$ cat src/rtl/uart_hostregs_pkg.sv
// Shared constants and types of the UART host register bank.
// Assumes an 8-bit register space with 8 offsets.
package uart_hostregs_pkg;
    localparam int HR_AW = 3;
    localparam int HR_DW = 8;

    localparam logic [HR_AW-1:0] OFS_DATA = 3'd0;
    localparam logic [HR_AW-1:0] OFS_IER  = 3'd1;
    localparam logic [HR_AW-1:0] OFS_FIFO = 3'd2;
    localparam logic [HR_AW-1:0] OFS_LCR  = 3'd3;
    localparam logic [HR_AW-1:0] OFS_MCR  = 3'd4;
    localparam logic [HR_AW-1:0] OFS_LSR  = 3'd5;
    localparam logic [HR_AW-1:0] OFS_MSR  = 3'd6;

    localparam logic [HR_DW-1:0] LCR_ENH_KEY   = 8'hBF;
    localparam logic [HR_DW-1:0] IER_BASE_MASK = 8'h0F;
    localparam logic [HR_DW-1:0] MCR_BASE_MASK = 8'h1F;
    localparam int               RI_BIT        = 2;

    // One select line per register that can answer an access.
    typedef struct packed {
        logic data;
        logic dll;
        logic dlm;
        logic ier;
        logic fifo;
        logic acr;
        logic lcr;
        logic mcr;
        logic lsr;
        logic idx;
        logic msr;
        logic spr;
    } hr_sel_t;
endpackage

$ cat src/rtl/hr_decode.sv
// Page-aware offset decoder. Exactly one select is raised for an offset
// in the current page state, or none if the page leaves it unimplemented.
// Assumes dlab is already 1 whenever the enhanced page is open.
module hr_decode
    import uart_hostregs_pkg::*;
(
    input  logic [HR_AW-1:0] addr,
    input  logic             dlab,
    input  logic             enh,
    input  logic             icr_on,
    output hr_sel_t          sel
);
    // Map the offset onto a register, given divisor access and page state.
    always_comb begin
        sel = '0;
        case (addr)
            OFS_DATA: if (dlab) sel.dll = 1'b1; else sel.data = 1'b1;
            OFS_IER:  if (dlab) sel.dlm = 1'b1; else sel.ier  = 1'b1;
            OFS_FIFO: if (enh)  sel.acr = 1'b1; else sel.fifo = 1'b1;
            OFS_LCR:  sel.lcr = 1'b1;
            OFS_MCR:  sel.mcr = !enh;
            OFS_LSR: begin
                sel.idx = !enh && icr_on;
                sel.lsr = !enh && !icr_on;
            end
            OFS_MSR:  sel.msr = !enh;
            default:  sel.spr = !enh;
        endcase
    end
endmodule

$ cat src/rtl/hr_ctrl.sv
// Configuration registers: line control with the enhanced-page key,
// divisor bytes, interrupt mask, modem control, additional control, scratch.
// Assumes at most one select is high per cycle.
module hr_ctrl
    import uart_hostregs_pkg::*;
(
    input  logic               clk,
    input  logic               rst_n,
    input  logic               wr_en,
    input  logic [HR_DW-1:0]   wdata,
    input  logic               sel_lcr,
    input  logic               sel_dll,
    input  logic               sel_dlm,
    input  logic               sel_ier,
    input  logic               sel_mcr,
    input  logic               sel_acr,
    input  logic               sel_spr,
    output logic               dlab,
    output logic               enh,
    output logic [HR_DW-2:0]   lcr_fmt,
    output logic [2*HR_DW-1:0] divisor,
    output logic [HR_DW-1:0]   ier_q,
    output logic [HR_DW-1:0]   mcr_q,
    output logic [HR_DW-1:0]   acr_q,
    output logic [HR_DW-1:0]   spr_q
);
    logic [HR_DW-1:0] ext_keep_ier;
    logic [HR_DW-1:0] ext_keep_mcr;

    assign ext_keep_ier = acr_q[HR_DW-1] ? '1 : IER_BASE_MASK;
    assign ext_keep_mcr = acr_q[HR_DW-1] ? '1 : MCR_BASE_MASK;

    // Line control: the key opens the page and keeps the format bits.
    always_ff @(posedge clk) begin
        if (!rst_n) begin
            dlab    <= 1'b0;
            enh     <= 1'b0;
            lcr_fmt <= '0;
        end else if (wr_en && sel_lcr) begin
            if (wdata == LCR_ENH_KEY) begin
                dlab <= 1'b1;
                enh  <= 1'b1;
            end else begin
                dlab    <= wdata[HR_DW-1];
                enh     <= 1'b0;
                lcr_fmt <= wdata[HR_DW-2:0];
            end
        end
    end

    // Divisor bytes, reachable only while divisor access is on.
    always_ff @(posedge clk) begin
        if (!rst_n) begin
            divisor <= '0;
        end else begin
            if (wr_en && sel_dll) divisor[HR_DW-1:0]       <= wdata;
            if (wr_en && sel_dlm) divisor[2*HR_DW-1:HR_DW] <= wdata;
        end
    end

    // Interrupt mask and modem control, upper fields gated by the extended enable.
    always_ff @(posedge clk) begin
        if (!rst_n) begin
            ier_q <= '0;
            mcr_q <= '0;
        end else begin
            if (wr_en && sel_ier) ier_q <= wdata & ext_keep_ier;
            if (wr_en && sel_mcr) mcr_q <= wdata & ext_keep_mcr;
        end
    end

    // Additional control and scratch byte.
    always_ff @(posedge clk) begin
        if (!rst_n) begin
            acr_q <= '0;
            spr_q <= '0;
        end else begin
            if (wr_en && sel_acr) acr_q <= wdata;
            if (wr_en && sel_spr) spr_q <= wdata;
        end
    end

    // the key write keeps the frame format and opens the page.
    p_key_keeps_fmt_r4: assert property (@(posedge clk) disable iff (!rst_n)
        (wr_en && sel_lcr && wdata == LCR_ENH_KEY) |=>
            (enh && dlab && lcr_fmt == $past(lcr_fmt)));

    // a plain line-control write closes the page and lands verbatim.
    p_plain_lcr_r5: assert property (@(posedge clk) disable iff (!rst_n)
        (wr_en && sel_lcr && wdata != LCR_ENH_KEY) |=>
            (!enh && {dlab, lcr_fmt} == $past(wdata)));

    // the divisor moves only through its own selects.
    p_divisor_stable_r2: assert property (@(posedge clk) disable iff (!rst_n)
        !(wr_en && (sel_dll || sel_dlm)) |=> $stable(divisor));

    // leaving reset, the divisor is hidden and the page is closed.
    p_reset_closed_r12: assert property (@(posedge clk)
        $rose(rst_n) |-> (!dlab && !enh && lcr_fmt == '0));
endmodule

$ cat src/rtl/hr_status.sv
// Line and modem status assembly with latched event bits that clear on
// read. An event arriving in the clearing cycle survives the clear.
// Assumes event inputs are single-cycle pulses from the UART core.
module hr_status
    import uart_hostregs_pkg::*;
#(
    parameter int N_MODEM = 4
) (
    input  logic               clk,
    input  logic               rst_n,
    input  logic               clr_lsr,
    input  logic               clr_msr,
    input  logic               rx_ready,
    input  logic               thr_empty,
    input  logic               tx_empty,
    input  logic               ev_ovr,
    input  logic               ev_par,
    input  logic               ev_frm,
    input  logic               ev_brk,
    input  logic [N_MODEM-1:0] modem_in,
    output logic [HR_DW-1:0]   lsr,
    output logic [HR_DW-1:0]   msr
);
    logic [3:0]         err_q;
    logic               derr_q;
    logic [3:0]         ev_vec;
    logic [N_MODEM-1:0] prev_q;
    logic [N_MODEM-1:0] delta_q;
    logic [N_MODEM-1:0] chg;

    assign ev_vec = {ev_brk, ev_frm, ev_par, ev_ovr};

    // Latch line errors; a read clears them unless a new event lands.
    always_ff @(posedge clk) begin
        if (!rst_n) begin
            err_q  <= '0;
            derr_q <= 1'b0;
        end else begin
            err_q  <= (clr_lsr ? 4'b0 : err_q) | ev_vec;
            derr_q <= (clr_lsr ? 1'b0 : derr_q) | ev_brk | ev_frm | ev_par;
        end
    end

    // Per-line change detect; the ring line reports only its falling edge.
    for (genvar i = 0; i < N_MODEM; i++) begin : g_chg
        if (i == RI_BIT) begin : g_trail
            assign chg[i] = prev_q[i] & ~modem_in[i];
        end else begin : g_any
            assign chg[i] = prev_q[i] ^ modem_in[i];
        end
    end

    // Track modem lines and latch their deltas until read.
    always_ff @(posedge clk) begin
        if (!rst_n) begin
            prev_q  <= modem_in;
            delta_q <= '0;
        end else begin
            prev_q  <= modem_in;
            delta_q <= (clr_msr ? '0 : delta_q) | chg;
        end
    end

    assign lsr = {derr_q, tx_empty, thr_empty, err_q, rx_ready};
    assign msr = {modem_in, delta_q};

    // an overrun pulse is visible in the next cycle whatever else happens.
    p_ovr_kept_r9: assert property (@(posedge clk) disable iff (!rst_n)
        ev_ovr |=> lsr[1]);

    // a status read with no new event leaves the error bits clear.
    p_lsr_cleared_r9: assert property (@(posedge clk) disable iff (!rst_n)
        (clr_lsr && !ev_ovr && !ev_par && !ev_frm && !ev_brk) |=>
            (lsr[4:1] == 4'b0 && !lsr[7]));

    // a ring line falling edge is reported.
    p_ri_trail_r10: assert property (@(posedge clk) disable iff (!rst_n)
        $fell(modem_in[RI_BIT]) |-> ##1 msr[RI_BIT]);

    // deltas are gone after a read with steady lines.
    p_msr_cleared_r10: assert property (@(posedge clk) disable iff (!rst_n)
        (clr_msr && $stable(modem_in)) |=> (msr[N_MODEM-1:0] == '0) || $changed(modem_in));
endmodule

$ cat src/rtl/uart_hostregs.sv
// Top of the UART host register bank: decodes host accesses by page
// state, raises access strobes, masks the extended fields and muxes reads.
// Assumes wr_en and rd_en are not high in the same cycle.
module uart_hostregs
    import uart_hostregs_pkg::*;
(
    input  logic         clk,
    input  logic         rst_n,
    input  logic [2:0]   addr,
    input  logic         wr_en,
    input  logic         rd_en,
    input  logic [7:0]   wdata,
    output logic [7:0]   rdata,
    output logic         tx_load,
    output logic         rx_pop,
    output logic         fcr_wr,
    output logic         idx_wr,
    output logic [7:0]   idx_addr,
    input  logic [7:0]   rx_data,
    input  logic [7:0]   isr_in,
    input  logic [7:0]   idx_rdata,
    input  logic         rx_ready,
    input  logic         thr_empty,
    input  logic         tx_empty,
    input  logic         ev_ovr,
    input  logic         ev_par,
    input  logic         ev_frm,
    input  logic         ev_brk,
    input  logic [3:0]   modem_in,
    output logic [15:0]  divisor,
    output logic [6:0]   lcr_fmt,
    output logic [7:0]   ier_mask,
    output logic [7:0]   mcr_out
);
    hr_sel_t          sel;
    logic             dlab;
    logic             enh;
    logic [HR_DW-1:0] ier_q;
    logic [HR_DW-1:0] mcr_q;
    logic [HR_DW-1:0] acr_q;
    logic [HR_DW-1:0] spr_q;
    logic [HR_DW-1:0] lsr;
    logic [HR_DW-1:0] msr;

    hr_decode u_decode (
        .addr   (addr),
        .dlab   (dlab),
        .enh    (enh),
        .icr_on (acr_q[6]),
        .sel    (sel)
    );

    hr_ctrl u_ctrl (
        .clk     (clk),
        .rst_n   (rst_n),
        .wr_en   (wr_en),
        .wdata   (wdata),
        .sel_lcr (sel.lcr),
        .sel_dll (sel.dll),
        .sel_dlm (sel.dlm),
        .sel_ier (sel.ier),
        .sel_mcr (sel.mcr),
        .sel_acr (sel.acr),
        .sel_spr (sel.spr),
        .dlab    (dlab),
        .enh     (enh),
        .lcr_fmt (lcr_fmt),
        .divisor (divisor),
        .ier_q   (ier_q),
        .mcr_q   (mcr_q),
        .acr_q   (acr_q),
        .spr_q   (spr_q)
    );

    hr_status #(.N_MODEM(4)) u_status (
        .clk       (clk),
        .rst_n     (rst_n),
        .clr_lsr   (rd_en && sel.lsr),
        .clr_msr   (rd_en && sel.msr),
        .rx_ready  (rx_ready),
        .thr_empty (thr_empty),
        .tx_empty  (tx_empty),
        .ev_ovr    (ev_ovr),
        .ev_par    (ev_par),
        .ev_frm    (ev_frm),
        .ev_brk    (ev_brk),
        .modem_in  (modem_in),
        .lsr       (lsr),
        .msr       (msr)
    );

    // Access strobes toward the core.
    assign tx_load  = wr_en && sel.data;
    assign rx_pop   = rd_en && sel.data;
    assign fcr_wr   = wr_en && sel.fifo;
    assign idx_wr   = wr_en && sel.idx;
    assign idx_addr = spr_q;

    // Extended fields are hidden while the extended enable is off.
    assign ier_mask = acr_q[7] ? ier_q : (ier_q & IER_BASE_MASK);
    assign mcr_out  = acr_q[7] ? mcr_q : (mcr_q & MCR_BASE_MASK);

    // Read mux: the selected register, zero when idle or unimplemented.
    always_comb begin
        rdata = '0;
        if (rd_en) begin
            if (sel.data) rdata = rx_data;
            if (sel.dll)  rdata = divisor[7:0];
            if (sel.dlm)  rdata = divisor[15:8];
            if (sel.ier)  rdata = ier_mask;
            if (sel.fifo) rdata = isr_in;
            if (sel.acr)  rdata = acr_q;
            if (sel.lcr)  rdata = {dlab, lcr_fmt};
            if (sel.mcr)  rdata = mcr_out;
            if (sel.lsr)  rdata = lsr;
            if (sel.idx)  rdata = idx_rdata;
            if (sel.msr)  rdata = msr;
            if (sel.spr)  rdata = spr_q;
        end
    end

    // a data read with divisor access off hands over the receive byte.
    p_rhr_read_r1: assert property (@(posedge clk) disable iff (!rst_n)
        (rd_en && addr == 3'd0 && !dlab) |-> (rx_pop && rdata == rx_data));

    // the upper offsets are silent while the enhanced page is open.
    p_enh_silent_r13: assert property (@(posedge clk) disable iff (!rst_n)
        (rd_en && enh && addr[2]) |-> (rdata == 8'h00));

    // extended fields stay dark while the extended enable is off.
    p_ext_gate_r7: assert property (@(posedge clk) disable iff (!rst_n)
        !acr_q[7] |-> (ier_mask[7:4] == 4'h0 && mcr_out[7:5] == 3'h0));

    // divisor access never pulses the data path strobes.
    p_no_strobe_dlab_r2: assert property (@(posedge clk) disable iff (!rst_n)
        dlab |-> (!tx_load && !rx_pop));
endmodule

$ cat config.mk
export PLATFORM = sky130hd
export DESIGN_NAME = uart_hostregs
export DESIGN_NICKNAME = d
export VERILOG_FILES = /design/src/rtl/uart_hostregs_pkg.sv /design/src/rtl/hr_decode.sv /design/src/rtl/hr_ctrl.sv /design/src/rtl/hr_status.sv /design/src/rtl/uart_hostregs.sv
export SDC_FILE = /design/constraint.sdc
export NUM_CORES = 1
export LEC_CHECK = 0
export CORE_UTILIZATION = 46
export CTS_BUF_LIST = sky130_fd_sc_hd__clkbuf_8
export DETAILED_ROUTE_END_ITERATION = 7
export PLACE_DENSITY = 0.91
export SYNTH_ARGS = -nofsm -noshare
export SYNTH_HDL_FRONTEND = slang
export SYNTH_SLANG_ARGS = --single-unit
$ cat constraint.sdc
create_clock -name clk -period 1.8 [get_ports clk]
set_input_delay 0.36 -clock clk [delete_from_list [all_inputs] [get_ports clk]]
set_output_delay 0.36 -clock clk [all_outputs]
set_load 0.03 [all_outputs]
==> results of run 1 <==
-- flip-flops by register name, indices dropped and copies added (netlist names) --
register	flops
u_ctrl.spr_q	8
u_status.prev_q	4
u_ctrl.acr_q	8
u_ctrl.ier_q	8
u_ctrl.mcr_q	8
u_ctrl.lcr_fmt	7
u_status.derr_q	1
u_status.err_q	4
u_ctrl.divisor	16
u_ctrl.dlab	1
u_status.delta_q	4
u_ctrl.enh	1
-- cell usage in the layout, fill, tap and decap left out, drive strengths merged, types with 4 or more instances in the layout --
cell,Yosys,final
a21boi,17,17
a21oi,18,18
a31oi,4,4
a32o,4,4
and2,8,8
and3,5,5
buf,27,129
clkbuf,24,11
clkdlybuf4s50,0,52
dfxtp,70,70
dlygate4sd2,0,22
dlymetal6s2s,0,12
inv,7,7
mux2,5,5
mux2i,49,49
nand2,31,31
nand2b,8,8
nand3,21,21
nand4,5,5
nor2,13,13
nor2b,56,56
nor3,5,5
o211ai,7,7
o21ai,15,15
o221ai,4,4
o22ai,4,4
or3,4,4
-- worst max-delay path, cell delays in order, from the launching register on --
cell and delay, ns:
dfxtp_4 0.41, buf_6 0.11, or4bb_1 0.41, a21oi_2 0.14
o211ai_1 0.16, a32o_2 0.28, buf_6 0.13
-- power by group through the flow --
stage	registers (mW)	logic (mW)	clock network [mW]
after floorplan	1.65	0.384	0
after global placement	1.65	0.754	0
after detailed placement	1.65	0.763	0
after CTS	1.61	0.812	1.64
after global routing	1.61	0.889	1.72
final	1.61	0.850	1.63
-- logic make-up after synthesis --
family          Yosys count  share of synthesized area (%)
compound gates           97                          17.20
xor+xnor                  3                         0.6429
buf+inv                  58                          7.193
flops                    70                          34.28
mux                      55                          13.93
simple gates            179                          26.75
-- final timing paths --
kind                        start              end  slack, ns  cells after the start
setup / recovery      u_ctrl.dlab         rdata[3]      -0.56                      6
hold / removal    u_ctrl.mcr_q[6]  u_ctrl.mcr_q[6]       0.46                      2
setup reg to reg       u_ctrl.enh  u_ctrl.mcr_q[0]       0.13                      8
hold reg to reg   u_ctrl.mcr_q[6]  u_ctrl.mcr_q[6]       0.46                      2
-- what timing repair did --
action,4_1_cts,5_1_grt
pin swaps,13,14
gates resized for setup,75,35
endpoints found under the setup margin,62,24
buffers inserted,7,6
-- metal layers --
metal | GRT usage, % | part of all wire, % | vias to the layer above | wire length, um
met3 | 4.344 | 6.2 | 46 | 975
li1 | - | - | 2006 | -
met4 | 16.04 | 3.5 | 0 | 548
met1 | 44.20 | 42 | 2085 | 6643
met2 | 58.81 | 48 | 227 | 7602
met5 | 0 | 0 | - | 0
-- layout make-up --
type	instances	area, sq um	area share, %
flip-flops and latches	70	1414	21.63
well taps	108	135.1	2.067
multi-input cells	334	2680	41.00
clock buffers	10	137.6	2.105
inverters	7	33.78	0.5167
clock inverters	6	116.4	1.780
repair buffers	216	2021	30.91
-- stage by stage --
step / std cells / cell area (sq um) / power [mW]
floorplan: 462 / 4248 / 2.034
global placement: 723 / 5929 / 2.401
detailed placement: 723 / 5929 / 2.411
CTS: 745 / 6392 / 4.061
global route: 751 / 6538 / 4.216
finish: 751 / 6538 / 4.091
==> impl_metrics.yaml, run 1 <==
clock_tree:
  cts_hold_buf: 0
  clkLatencyLatePin_ns: 0.36
  cts_buffer_depth: 2
  clk_pin_slew_worst_paths_ns: 0.08
  cts_tree: "done"
  cts.sinks: 70
  cts-buffers-inserted: 9
  cts_max_level: 3
  cts_root_buffer: "clkbuf_8"
worst_setup_path:
  end_kind: "primary output"
  cp-start-kind: "register"
  required_ns: 1.44
  cp_max_fo: 5
  worst_ep_arrival_time_ns: 2.00
  setup.worst_path.class: "register to primary output"
power:
  power.density_nw_per_um2: 625.7
  p_leak_nw: 2.913
  vdd_drop_max_mv: 0.5374
  sw_frac_of_total_pct: 27.19
  share_comb_of_total_power_pct: 20.8
  clkPwrFrac_pct: 39.9
  sequentialPowerShare_pct: 39.3
  power.switching_mw: 1.112
  p_int_mw: 2.979
yosys:
  synthesis.nets: 512
  async_reset_ff_share_pct: 0
  ys_warn_count: 0
  synth_commonest_cells: "dfxtp_1, nor2b_1, mux2i_1"
  syn_avg_cell_area_sq_um: 8.848
  ys_dominant_reg_cell: "dfxtp_1"
  syn_area_sq_um: 4088
  synthMostInstantiatedCell: "dfxtp_1"
  synth-edff-count: 0
  ys_ff_latch: 70
  yosysTopAreaCellShare_pct: 34.28
  yosysTopAreaCell: "dfxtp_1"
  ys_seq_area_share_pct: 34.28
  synth_cells: 462
  ys_types: 63
  yosys-top-cells-area: "dfxtp_1, mux2i_1, nor2b_1"
route:
  routed_wl_um: 15770
  avgViaCountPerCell: 5.811
  wl_per_cell_um: 21.00
  antenna_left: 0
  drc: 0
  first_pass_iters: 7
  vias: 4364
  drt_iter0_drc: 367
place:
  io_buffer_count: 108
  place_congestion: 0.9187
  pre_cts_slack_ns: -0.8413
  dp_hpwl_um: 11330
final_layout:
  nFillCells: 618
  final_core_util_pct: 75.33
  nets: 688
  antenna_cells: 0
  drive_gt1_share_pct: 32.50
  syn_to_final_growth_pct: 59.93
grt:
  antenna_found_initial: 0
  grt.overflow.total: 0
  grtUsageTotal_pct: 34.92
  grt_pass1_vias: 4359
  grt_max_degree: 67
  grt_pass1_wl_um: 23580
timing:
  timing.fmax_ghz: 0.4241
  finalCritPeriodShare_pct: 131.0
  fin_setup_tns_ns: -4.406
  maxSlewHeadroom_pct: 68.32
  hold_viol: 0
  holdWs_ns: 0.4623
  setup_viol: 10
  tightestPinTransition_ns: 0.4678
  worst_clock_skew_ns: 0.007898
  period_minus_slack_ns: 2.358
  fin_ws_ns: -0.5577
  rsz0062_at_grt: "yes"
  slew_viol_final: 0
floorplan:
  die_h_um: 96.27
  dieWidth_um: 96.27
  design.die.area_sq_um: 9267
  rows: 34
  initial_utilization_pct: 47.10
  io_pins: 109
  core_area_sq_um: 8678
worst_hold_path:
  hp-class: "register to register"
outcome:
  failed_checks: "negative setup slack"
  status: "finished, violations left"
job:
  cap_violations: 0
No activity file was read; power rests on OpenSTA's default activity.
==> run 2: changes to the inputs <==
ABC_AREA = 1   (was not set)
CORE_UTILIZATION = 44   (was 46)
PLACE_DENSITY = 0.89   (was 0.91)
==> run 2 against run 1 <==
The run still ends with negative setup slack left. Register-to-register slack improved by 0.17 ns. Clock-buffer cell count stayed put. Sequential power barely moved. Wire length down 11%. Utilization shrank 5.8 points. Final area decreased by 13%. First-iteration DRC count up 58%. Area after synthesis is 9.1% lower. Maximum frequency increased by 2.7%. Global-route usage shrank 3.7 points.
==> impl_metrics.yaml, run 2 <==
yosys:
  ys_ff_latch: 70
  yosysTopAreaCellShare_pct: 37.72
  yosys-top-cells-area: "dfxtp_1, nand2_1, a21oi_1"
  ys_dominant_reg_cell: "dfxtp_1"
  synthMostInstantiatedCell: "nand2_1"
  ys_seq_area_share_pct: 37.72
  async_reset_ff_share_pct: 0
  syn_area_sq_um: 3715
  ys_types: 27
  synth-edff-count: 0
  synth_cells: 562
  synth_commonest_cells: "nand2_1, dfxtp_1, inv_1"
  synthesis.nets: 612
  ys_warn_count: 0
  yosysTopAreaCell: "dfxtp_1"
  syn_avg_cell_area_sq_um: 6.610
final_layout:
  largest_reg_flops: 16
  final_common_cell: "nand2_1"
  antenna_cells: 0
  layout.cells.non_filler: 825
  largest-register: "u_ctrl.divisor"
  final_core_util_pct: 69.48
  nets: 765
  nFillCells: 626
  multi_input_area_sq_um: 1982
  drive_gt1_share_pct: 23.47
  layout_common_cells: "nand2_1, dfxtp_1, clkdlybuf4s50_1"
  syn_to_final_growth_pct: 52.91
  regArea_sq_um: 1410
power:
  p_leak_nw: 2.800
  p_int_mw: 2.441
  sequentialPowerShare_pct: 46.1
  power.density_nw_per_um2: 618.4
  total_power_mw: 3.513
  clkPwrFrac_pct: 32.3
  share_comb_of_total_power_pct: 21.5
  sw_frac_of_total_pct: 30.50
  vdd_drop_max_mv: 0.3760
  power.switching_mw: 1.071
floorplan:
  initial_utilization_pct: 45.44
  rows: 33
  io_pins: 109
  design.die.area_sq_um: 8814
  die_h_um: 93.89
  dieWidth_um: 93.89
  core_area_sq_um: 8175
timing:
  worst_clock_skew_ns: 0.003609
  rsz0062_at_grt: "yes"
  fin_ws_ns: -0.4947
  maxSlewHeadroom_pct: 72.61
  setup_viol: 12
  slew_viol_final: 0
  hold_viol: 0
  fin_setup_tns_ns: -3.136
  finalCritPeriodShare_pct: 127.5
  period_minus_slack_ns: 2.295
  timing.fmax_ghz: 0.4358
  tightestPinTransition_ns: 0.4099
grt:
  grtUsageTotal_pct: 31.27
  antenna_found_initial: 0
  grt_max_degree: 40
  grt.overflow.total: 0
  grt_pass1_vias: 4173
  grt_pass1_wl_um: 20700
outcome:
  status: "finished, violations left"
  failed_checks: "negative setup slack"
route:
  drc: 0
  first_pass_iters: 5
  vias: 4609
  routed_wl_um: 13960
  wl_per_cell_um: 16.92
  drt_iter0_drc: 579
  avgViaCountPerCell: 5.587
  antenna_left: 0
worst_setup_path:
  crit_start: "u_ctrl.dlab"
  r2r_start: "u_ctrl.enh"
  critical_path.endpoint: "rdata[5]"
  required_ns: 1.44
  worst_ep_arrival_time_ns: 1.93
  cp_max_fo: 7
  r2r_end: "u_ctrl.spr_q[0]"
  rr_worst_depth: 8
  setup.worst_path.class: "register to primary output"
  reg2reg_slack_ns: 0.30
  cp-start-kind: "register"
  end_kind: "primary output"
place:
  place_congestion: 0.9592
  dp_hpwl_um: 9782
  placed_cells: 797
  pre_cts_slack_ns: -0.7889
  io_buffer_count: 108
clock_tree:
  cts_root_buffer: "clkbuf_8"
  cts_max_level: 3
  cts.sinks: 70
  cts_tree: "done"
  clk_pin_slew_worst_paths_ns: 0.08
  clkLatencyLatePin_ns: 0.35
  cts_buffer_depth: 2
  cts_hold_buf: 0
  cts-buffers-inserted: 9
job:
  cap_violations: 0
worst_hold_path:
  hp-class: "register to register"
==> run 2: changes by cell type after synthesis, sizes merged, moves of 11 or more <==
cell    previous run  this run
a21boi            17         0
a21oi             18        65
clkbuf            24        13
inv                7        76
mux2i             49         0
nand2             31       149
nand3             21        50
nand4              5        17
nor2              13        50
nor2b             56         0
o21ai             15        41
==> run 2: layout make-up <==
| class | count | area share [%] |
|---|---|---|
| repair buffers | 172 | 29.58 |
| well taps | 105 | 2.313 |
| clock buffers | 10 | 2.423 |
| multi-input cells | 385 | 34.89 |
| inverters | 77 | 5.441 |
| flip-flops and latches | 70 | 24.82 |
| clock inverters | 6 | 0.5286 |
==> run 2: per-stage QoR <==
step,instance area [sq um],hold WS [ns]
2_1_floorplan,3720,0.3877
5_1_grt,5680,0.4849
4_1_cts,5479,0.4587
3_3_place_gp,5170,0.4401
6_report,5680,0.4528
3_5_place_dp,5170,0.4481
==> run 2: worst min path at each step <==
stage / from / endpoint / cells past startpoint
2_1_floorplan: modem_in[0] / u_status.prev_q[0] / 0
3_3_place_gp: u_ctrl.acr_q[5] / u_ctrl.acr_q[5] / 2
3_5_place_dp: u_status.prev_q[2] / u_status.delta_q[2] / 2
4_1_cts: u_status.prev_q[2] / u_status.delta_q[2] / 2
5_1_grt: u_status.prev_q[2] / u_status.delta_q[2] / 2
6_report: u_status.prev_q[2] / u_status.delta_q[2] / 2
==> run 2: logic make-up after synthesis <==
logic type	count (synthesis)	share of synthesized area, %
xor gates and xnor gates	3	0.7074
buffers and inverters	107	12.46
AOI/OAI and AO/OA	108	14.79
DFF	70	37.72
and+or+nand+nor	274	34.32
==> run 2: per-layer routing <==
metal | part of all wire [%] | up-vias | routed length, um | track usage, %
met5 | 0 | - | 0 | 0
met4 | 5.1 | 0 | 710 | 17.05
met3 | 9.9 | 76 | 1384 | 4.450
met2 | 46 | 336 | 6384 | 49.03
met1 | 39 | 2092 | 5476 | 41.17
li1 | - | 2105 | - | -
==> run 2: power groups by stage <==
stage	sequential [mW]	combinational (mW)	clock, mW
2_1_floorplan	1.66	0.322	0
3_3_place_gp	1.65	0.669	0
3_5_place_dp	1.66	0.678	0
5_1_grt	1.62	0.803	1.20
4_1_cts	1.62	0.704	1.12
6_report	1.62	0.756	1.14
==> run 2: worst max-delay path: stages, from the launching register on <==
cell     delay (ns)
dfxtp_4        0.37
buf_6          0.14
nor2_4         0.20
nand2_2        0.09
nand3_2        0.08
nand2_1        0.07
nand3_1        0.08
nand2_1        0.08
nand2_1        0.10
nand2_1        0.07
nand3_1        0.07
nand2_1        0.06
inv_2          0.05
buf_6          0.12
==> run 2: repair_timing <==
item	in CTS	in global routing
gates resized for setup	63	44
pin swaps	22	20
cloned	1	0
setup endpoints to repair	24	31
buffers inserted	3	8
